<file path="src/rtl/ext_bus_pkg.sv">
package ext_bus_pkg;
  localparam int DATA_W = 8;
  localparam int ADDR_W = 2 * DATA_W;
  localparam int WS_W   = 2;

  typedef enum logic [1:0] {ST_IDLE, ST_ALE, ST_STRB, ST_DONE} bus_st_e;

  typedef struct packed {
    logic              we;
    logic              code;
    logic [ADDR_W-1:0] addr;
    logic [DATA_W-1:0] wdata;
    logic [WS_W-1:0]   ws_n;
    logic              ale_short;
    logic              nopage;
  } bus_cyc_t;
endpackage

</file>
<file path="src/rtl/ext_bus_seq.sv">
module ext_bus_seq
  import ext_bus_pkg::*;
#(
  parameter int ALE_LONG = 3
) (
  input  logic     clk_i,
  input  logic     rst_ni,
  input  logic     req_i,
  input  bus_cyc_t cyc_i,
  output bus_st_e  st_o,
  output bus_cyc_t cyc_o,
  output logic     last_strb_o
);
  localparam int WS_MAX  = (1 << WS_W) - 1;
  localparam int CNT_MAX = (ALE_LONG - 1 > WS_MAX) ? ALE_LONG - 1 : WS_MAX;
  localparam int CNT_W   = (CNT_MAX < 2) ? 1 : $clog2(CNT_MAX + 1);

  bus_st_e          st_q;
  bus_cyc_t         cyc_q;
  logic [CNT_W-1:0] cnt_q;
  logic [WS_W-1:0]  ws_val;

  assign ws_val = ~cyc_q.ws_n;  // active-low code -> wait count

  always_ff @(posedge clk_i or negedge rst_ni) begin
    if (!rst_ni) begin
      st_q  <= ST_IDLE;
      cyc_q <= '0;
      cnt_q <= '0;
    end else begin
      unique case (st_q)
        ST_IDLE: if (req_i) begin
          cyc_q <= cyc_i;
          st_q  <= ST_ALE;
          cnt_q <= cyc_i.ale_short ? '0 : CNT_W'(ALE_LONG - 1);
        end
        ST_ALE: if (cnt_q == '0) begin
          st_q  <= ST_STRB;
          cnt_q <= CNT_W'(ws_val);
        end else begin
          cnt_q <= cnt_q - 1'b1;
        end
        ST_STRB: if (cnt_q == '0) st_q <= ST_DONE;
                 else cnt_q <= cnt_q - 1'b1;
        ST_DONE: st_q <= ST_IDLE;
        default: st_q <= ST_IDLE;
      endcase
    end
  end

  assign st_o        = st_q;
  assign cyc_o       = cyc_q;
  assign last_strb_o = (st_q == ST_STRB) && (cnt_q == '0);

  AST_CFG_HELD: assert property (@(posedge clk_i) disable iff (!rst_ni)
    (st_q != ST_IDLE && $past(st_q) != ST_IDLE) |-> $stable(cyc_q));
  AST_DONE_TO_IDLE: assert property (@(posedge clk_i) disable iff (!rst_ni)
    (st_q == ST_DONE) |=> (st_q == ST_IDLE));
endmodule

</file>
<file path="src/rtl/ext_bus_mux.sv">
module ext_bus_mux
  import ext_bus_pkg::*;
(
  input  bus_st_e           st_i,
  input  logic              we_i,
  input  logic              code_i,
  input  logic              nopage_i,
  input  logic [ADDR_W-1:0] addr_i,
  input  logic [DATA_W-1:0] wdata_i,
  output logic              ale_o,
  output logic              rd_no,
  output logic              wr_no,
  output logic              psen_no,
  output logic [DATA_W-1:0] p0_o,
  output logic              p0_oe_o,
  output logic [DATA_W-1:0] p2_o,
  output logic              p2_oe_o
);
  logic strb, drv;

  assign strb = (st_i == ST_STRB);
  assign drv  = we_i && !code_i;  // only data writes drive the data port

  assign ale_o   = (st_i == ST_ALE);
  assign psen_no = !(strb && code_i);
  assign rd_no   = !(strb && !code_i && !we_i);
  assign wr_no   = !(strb && !code_i && we_i);

  always_comb begin
    p0_o    = '0;
    p2_o    = '0;
    p0_oe_o = 1'b0;
    p2_oe_o = 1'b0;
    unique case (st_i)
      ST_ALE: begin
        p0_o    = addr_i[DATA_W-1:0];
        p2_o    = addr_i[ADDR_W-1:DATA_W];
        p0_oe_o = 1'b1;
        p2_oe_o = 1'b1;
      end
      ST_STRB: begin
        if (nopage_i) begin
          p2_o    = addr_i[ADDR_W-1:DATA_W];
          p2_oe_o = 1'b1;
          p0_o    = drv ? wdata_i : '0;
          p0_oe_o = drv;
        end else begin
          p0_o    = addr_i[DATA_W-1:0];
          p0_oe_o = 1'b1;
          p2_o    = drv ? wdata_i : '0;
          p2_oe_o = drv;
        end
      end
      default: ;
    endcase
  end
endmodule

</file>
<file path="src/rtl/ext_bus_cap.sv">
module ext_bus_cap
  import ext_bus_pkg::*;
(
  input  logic              clk_i,
  input  logic              rst_ni,
  input  logic              en_i,
  input  logic [DATA_W-1:0] d_i,
  output logic [DATA_W-1:0] q_o
);
  always_ff @(posedge clk_i or negedge rst_ni) begin
    if (!rst_ni)   q_o <= '0;
    else if (en_i) q_o <= d_i;
  end
endmodule

</file>
<file path="src/rtl/ext_bus_ctrl.sv">
module ext_bus_ctrl
  import ext_bus_pkg::*;
#(
  parameter int ALE_LONG = 3
) (
  input  logic              clk_i,
  input  logic              rst_ni,
  input  logic              req_i,
  input  logic              we_i,
  input  logic              code_i,
  input  logic [ADDR_W-1:0] addr_i,
  input  logic [DATA_W-1:0] wdata_i,
  input  logic [WS_W-1:0]   ws_n_i,
  input  logic              ale_short_i,
  input  logic              nopage_i,
  input  logic [DATA_W-1:0] p0_i,
  input  logic [DATA_W-1:0] p2_i,
  output logic              ale_o,
  output logic              rd_no,
  output logic              wr_no,
  output logic              psen_no,
  output logic [DATA_W-1:0] p0_o,
  output logic              p0_oe_o,
  output logic [DATA_W-1:0] p2_o,
  output logic              p2_oe_o,
  output logic [DATA_W-1:0] rdata_o,
  output logic              done_o
);
  bus_cyc_t          cyc_in, cyc;
  bus_st_e           st;
  logic              last_strb, cap_en;
  logic [DATA_W-1:0] data_in;

  assign cyc_in = '{we: we_i, code: code_i, addr: addr_i, wdata: wdata_i,
                    ws_n: ws_n_i, ale_short: ale_short_i, nopage: nopage_i};

  ext_bus_seq #(.ALE_LONG(ALE_LONG)) u_seq (
    .clk_i, .rst_ni, .req_i, .cyc_i(cyc_in),
    .st_o(st), .cyc_o(cyc), .last_strb_o(last_strb)
  );

  ext_bus_mux u_mux (
    .st_i(st), .we_i(cyc.we), .code_i(cyc.code), .nopage_i(cyc.nopage),
    .addr_i(cyc.addr), .wdata_i(cyc.wdata),
    .ale_o, .rd_no, .wr_no, .psen_no,
    .p0_o, .p0_oe_o, .p2_o, .p2_oe_o
  );

  assign data_in = cyc.nopage ? p0_i : p2_i;
  assign cap_en  = last_strb && (cyc.code || !cyc.we);

  ext_bus_cap u_cap (
    .clk_i, .rst_ni, .en_i(cap_en), .d_i(data_in), .q_o(rdata_o)
  );

  assign done_o = (st == ST_DONE);

  AST_ONE_STROBE: assert property (@(posedge clk_i) disable iff (!rst_ni)
    $countones({~rd_no, ~wr_no, ~psen_no}) <= 1);
  AST_ALE_NO_STROBE: assert property (@(posedge clk_i) disable iff (!rst_ni)
    ale_o |-> (rd_no && wr_no && psen_no));
  AST_STRB_AFTER_ALE: assert property (@(posedge clk_i) disable iff (!rst_ni)
    $fell(ale_o) |-> !(rd_no && wr_no && psen_no));
  AST_DONE_PULSE: assert property (@(posedge clk_i) disable iff (!rst_ni)
    done_o |=> !done_o);
  AST_DONE_AFTER_STRB: assert property (@(posedge clk_i) disable iff (!rst_ni)
    $rose(done_o) |-> $past(!(rd_no && wr_no && psen_no)));
  AST_READ_PORT_OFF: assert property (@(posedge clk_i) disable iff (!rst_ni)
    (!rd_no || !psen_no) |-> (cyc.nopage ? !p0_oe_o : !p2_oe_o));
  AST_WRITE_DRIVES: assert property (@(posedge clk_i) disable iff (!rst_ni)
    !wr_no |-> (p0_oe_o && p2_oe_o));
endmodule

</file>
<file path="config.mk">
export PLATFORM = sky130hd
export DESIGN_NAME = ext_bus_ctrl
export DESIGN_NICKNAME = d
export VERILOG_FILES = /design/src/rtl/ext_bus_pkg.sv /design/src/rtl/ext_bus_seq.sv /design/src/rtl/ext_bus_mux.sv /design/src/rtl/ext_bus_cap.sv /design/src/rtl/ext_bus_ctrl.sv
export SDC_FILE = /design/constraint.sdc
export NUM_CORES = 1
export LEC_CHECK = 0
export BUFFER_PORTS_ARGS = -buffer_cell sky130_fd_sc_hd__buf_2
export CAP_MARGIN = 10
export CORE_MARGIN = 5
export CORE_UTILIZATION = 50
export CTS_CLUSTER_SIZE = 12
export DETAILED_ROUTE_END_ITERATION = 10
export PLACE_DENSITY = 0.86
export RECOVER_POWER = 100
export SLEW_MARGIN = 20
export SYNTH_ARGS = -nofsm -noshare
export SYNTH_HDL_FRONTEND = slang
export SYNTH_HIERARCHICAL = 1
export SYNTH_SLANG_ARGS = --single-unit
</file>
<file path="constraint.sdc">
create_clock -name clk_i -period 2.1 [get_ports clk_i]
set_input_delay 0.105 -clock clk_i [delete_from_list [all_inputs] [get_ports clk_i]]
set_output_delay 0.105 -clock clk_i [all_outputs]
set_load 0.01 [all_outputs]
</file>
After elaboration in Yosys (flattened, before gate mapping)
Cells that the tools add are included.

storage, ports and cells
  flip-flop bits (word level) = 41

operators by class
  $add $sub $neg = 1
  equality and inequality tests = 7
  muxes and demuxes = 19
  bitwise logic cells = 1
  reduce and logical (&&, ||, !) cells = 19

operators with widths
  operator               number
  $mux W8                4
  $pmux W8 S2            2
  $mux W2                7
  $pmux W2 S4            1
  $logic_and A1 B1 Y1    7
  $ne A2 B2 Y1 const B   3
  $pmux W2 S3            1
  $reduce_and A3 Y1      2
  $logic_not A1 Y1       5
  $eq A2 B2 Y1 const B   2
  $logic_not A2 Y1       2
  $pmux W1 S2            2
  $reduce_bool A3 Y1     1
  $eq A2 B1 Y1 const B   1
  $mux W1                2
  $ne A2 B1 Y1 const B   1
  $not A2 Y2             1
  $reduce_and A2 Y1      1
  $sub A2 B1 Y2 const B  1
  $logic_or A1 B1 Y1     1

Logic depth before layout (Yosys ltp)
  depth in word-level cells = 5
  mapped depth = 6
  mapped depth without buffers = 6

Cells and area by module
Netlist, hierarchy kept.

by module, submodules not included
  module        times used  cells an instance  area each (µm²)
  ext_bus_seq   1           102                1590.3
  ext_bus_cap   1           17                 331.6
  ext_bus_mux   1           40                 306.5
  ext_bus_ctrl  1           12                 148.9

Worst setup path after synthesis
No wires, ideal clock.

  kind = register to register
  from = register u_seq.st_q[0] (netlist: u_seq/st_o[0])
  to = register u_cap.q_o[0]
  setup time = 125 ps
  data arrival time = 1615 ps
  data required time = 1975 ps
  setup slack = 360 ps
  cell stages (with the launch flop) = 7
  path buffers = 1
  period minus slack after synthesis = 1740 ps
  path through = dfrtp_1 inv_1 ha_1 and2_4 a21boi_0 buf_6 mux2_4

on the way
  word-level cells in the longest chain between the ends = 3

ends and longest elaborated chain
  what                    line                RTL
  start, declared         ext_bus_seq.sv:18   bus_st_e st_q;
  start signal, assigned  ext_bus_seq.sv:27   st_q <= ST_IDLE;
  start signal, assigned  ext_bus_seq.sv:34   st_q <= ST_ALE;
  start signal, assigned  ext_bus_seq.sv:38   st_q <= ST_STRB;
  $eq A2 B2 Y1            ext_bus_seq.sv:53   assign last_strb_o = (st_q == ST_STRB) && (cnt_q == '0);
  $logic_and A1 B1 Y1     ext_bus_seq.sv:53
  named net last_strb     ext_bus_ctrl.sv:31  logic last_strb, cap_en;
  $logic_and A1 B1 Y1     ext_bus_ctrl.sv:50  assign cap_en = last_strb && (cyc.code || !cyc.we);
  named net cap_en        ext_bus_ctrl.sv:31
  end signal, assigned    ext_bus_cap.sv:12   else if (en_i) q_o <= d_i;
  end, declared           ext_bus_cap.sv:8    output logic [DATA_W-1:0] q_o

The timed path passes the listed nets, and every way through them passes these cells.
A chain may end at the register's enable or synchronous reset.

Worst setup path in the final report
  from = register u_seq.st_q[0] (netlist: u_seq/st_o[0])
  to = output p2_o[1]

on the way
  word-level cells in the longest chain between the ends = 2

ends and longest elaborated chain
  what                                                 line                RTL
  $eq A2 B2 Y1 / $eq A2 B1 Y1 (equally long branches)  ext_bus_mux.sv:34   unique case (st_i)
  $pmux W8 S2 *                                        ext_bus_mux.sv:34
  end, declared                                        ext_bus_ctrl.sv:24  output logic [DATA_W-1:0] p2_o,

Every way passes the cells marked *; elsewhere a longest branch is shown, timed or not.

==> results.ini <==
[setup_path]
crit_type = reg2out
end_kind = primary output
required_ns = 2.00
path_cells = inv_1, ha_2, nor3b_2, buf_4, a32o_1, clkbuf_2
cp_slowest_cell = dfrtp_2
cp-start-kind = flop
cp_slowest_stage_delay_ns = 0.46
worstPathArrival_ns = 1.90
cp_max_fo = 7

[logic_synthesis]
yosysWarnings = 6
syn_inst = 168
synth_nets = 227
syn_area_per_cell_um2 = 13.9
syn-cell-area_um2 = 2340

[timing]
rsz0062_at_grt = no
worst_pin_slew_ns = 0.991
hold_ws_ns = 0.0239
slew_viol_final = 0
max_freq_mhz = 499
setup_ws_ns = 0.0975
hold_violations = 0
slew_headroom_pct = 33.9
fin_crit_sh_pct = 95.4
setup_viol = 0
fin_crit_ns = 2.00
setup_tns_ns = 0
fin_skew_ns = 0.00435

[global_routing]
antenna_found_initial = 0
grt-ovfl-total = 0
grt_pass1_vias = 1741
grt_max_degree = 42
grt_pass1_wl_um = 8650
grtUsageTotal_pct = 18.0

[layout]
layout.nets = 315
drive_gt1_share_pct = 42.4
antenna_cells = 0
fin_util_pct = 60.1
synthToLayoutAreaGrowth_pct = 18.6
final_common_cell = buf_2
final_cell_count_no_fill = 311
final_cell_mix = 57 x buf_2, 40 x dfrtp_1, 23 x mux2_1, 21 x mux2_4

[route]
viasPerCell = 5.30
post_drt_wl_per_cell_um = 16.9
antenna_left = 0
firstDrtPassIters = 4
drc = 0
drt_iter0_markers = 52
vias = 1647
wl_um = 5250

[clock_tree]
htree_levels = 2
cts_root_buf = clkbuf_8
cts.path.max_buffers = 2
cts_made_buffers = 5
cts_sinks = 41
clk_latency_ns = 0.29
clk_pin_slew_ns = 0.08
cts_tree = built

[die]
die_y_um = 78.5
coreArea_um2 = 4630
start_util_pct = 50.6
row_count = 25
pin_count = 80
die-area_um2 = 6160
die_x_um = 78.5

[place]
dp_hpwl_um = 3850
dp.cells = 299
place.gp.congestion = 0.822
pre_cts_ws_ns = 0.161
portBuffers = 79

[pwr]
power.density_nw_per_um2 = 1560
p_leak_uw = 0.00136
ir_worst_vdd_v = 0.000625

[hold_path]
min_path_type = in2reg

[run_status]
status = completed

[job]
cap_violations = 0

[layout make-up]
cell class	count	area [µm²]
Clock buffer	6	82.6
Tap cell	54	67.6
Clock inverter	2	13.8
Sequential cell	41	1030
Inverter	11	41.3
Fill cell	421	1850
Timing Repair Buffer	89	443
Multi-Input combinational cell	108	1100
[worst paths after layout]
path,startpoint,slack [ns],endpoint,cells after the start
worst max register to register,u_seq/st_o[0]$_DFFE_PN0P_,0.14,u_cap/q_o[5]$_DFFE_PN0P_,6
min in group asynchronous,rst_ni,0.50,u_seq/cyc_o[20]$_DFFE_PN0P_,2
worst min register to register,u_seq/cyc_o[2]$_DFFE_PN0P_,0.50,u_seq/cyc_o[2]$_DFFE_PN0P_,1
max in group asynchronous,rst_ni,0.92,u_seq/st_o[0]$_DFFE_PN0P_,2
worst max-delay path,u_seq/st_o[0]$_DFFE_PN0P_,0.1,p2_o[1],6
worst min-delay path,code_i,0.02,u_seq/cyc_o[28]$_DFFE_PN0P_,2
[critical path: cells and delay by family (launching register included)]
family	cells	cell delay (ns)
buf+inv	3	0.39
simple gates	1	0.28
fa+ha+maj	1	0.31
flops	1	0.46
compound gates	1	0.17
[registers in the layout, indices dropped and copies added, names as in the netlist]
signal / cells
u_seq/cnt_q: 2
u_cap/q_o: 8
u_seq/cyc_o: 29
u_seq/st_o: 2
[power by group]
part	total [µW]	switching (µW)	leakage [µW]	internal [µW]
registers	1510	306	0.000486	1200
logic	2280	1150	0.000825	1140
clock network	538	271	0.0000512	266
[routing by layer]
metal | part of all wire [%] | vias up | track usage [%] | routed length [µm]
met1 | 45 | 806 | 22.7 | 2340
li1 | - | 785 | - | -
met5 | 0 | - | 0 | 0
met3 | 4.5 | 10 | 3.33 | 238
met2 | 49 | 46 | 30.7 | 2560
met4 | 2.1 | 0 | 6.47 | 108
[repair_timing]
| action | CTS | global route |
|---|---|---|
| hold buffers | 1 | 0 |
| hold endpoints to repair | 41 | 0 |
| gates resized for setup | 1 | 3 |
| setup endpoints to repair | 8 | 16 |
| pin swaps | 1 | 0 |
| setup buffers | 3 | 0 |
[through the flow]
stage,area (µm²),power (µW)
after global placement,2790,3980
after global routing,2780,4650
after CTS,2930,4680
after detailed placement,2790,4080
final,2780,4330
after floorplan,2340,3360
No activity file was read; power rests on OpenSTA's default activity.
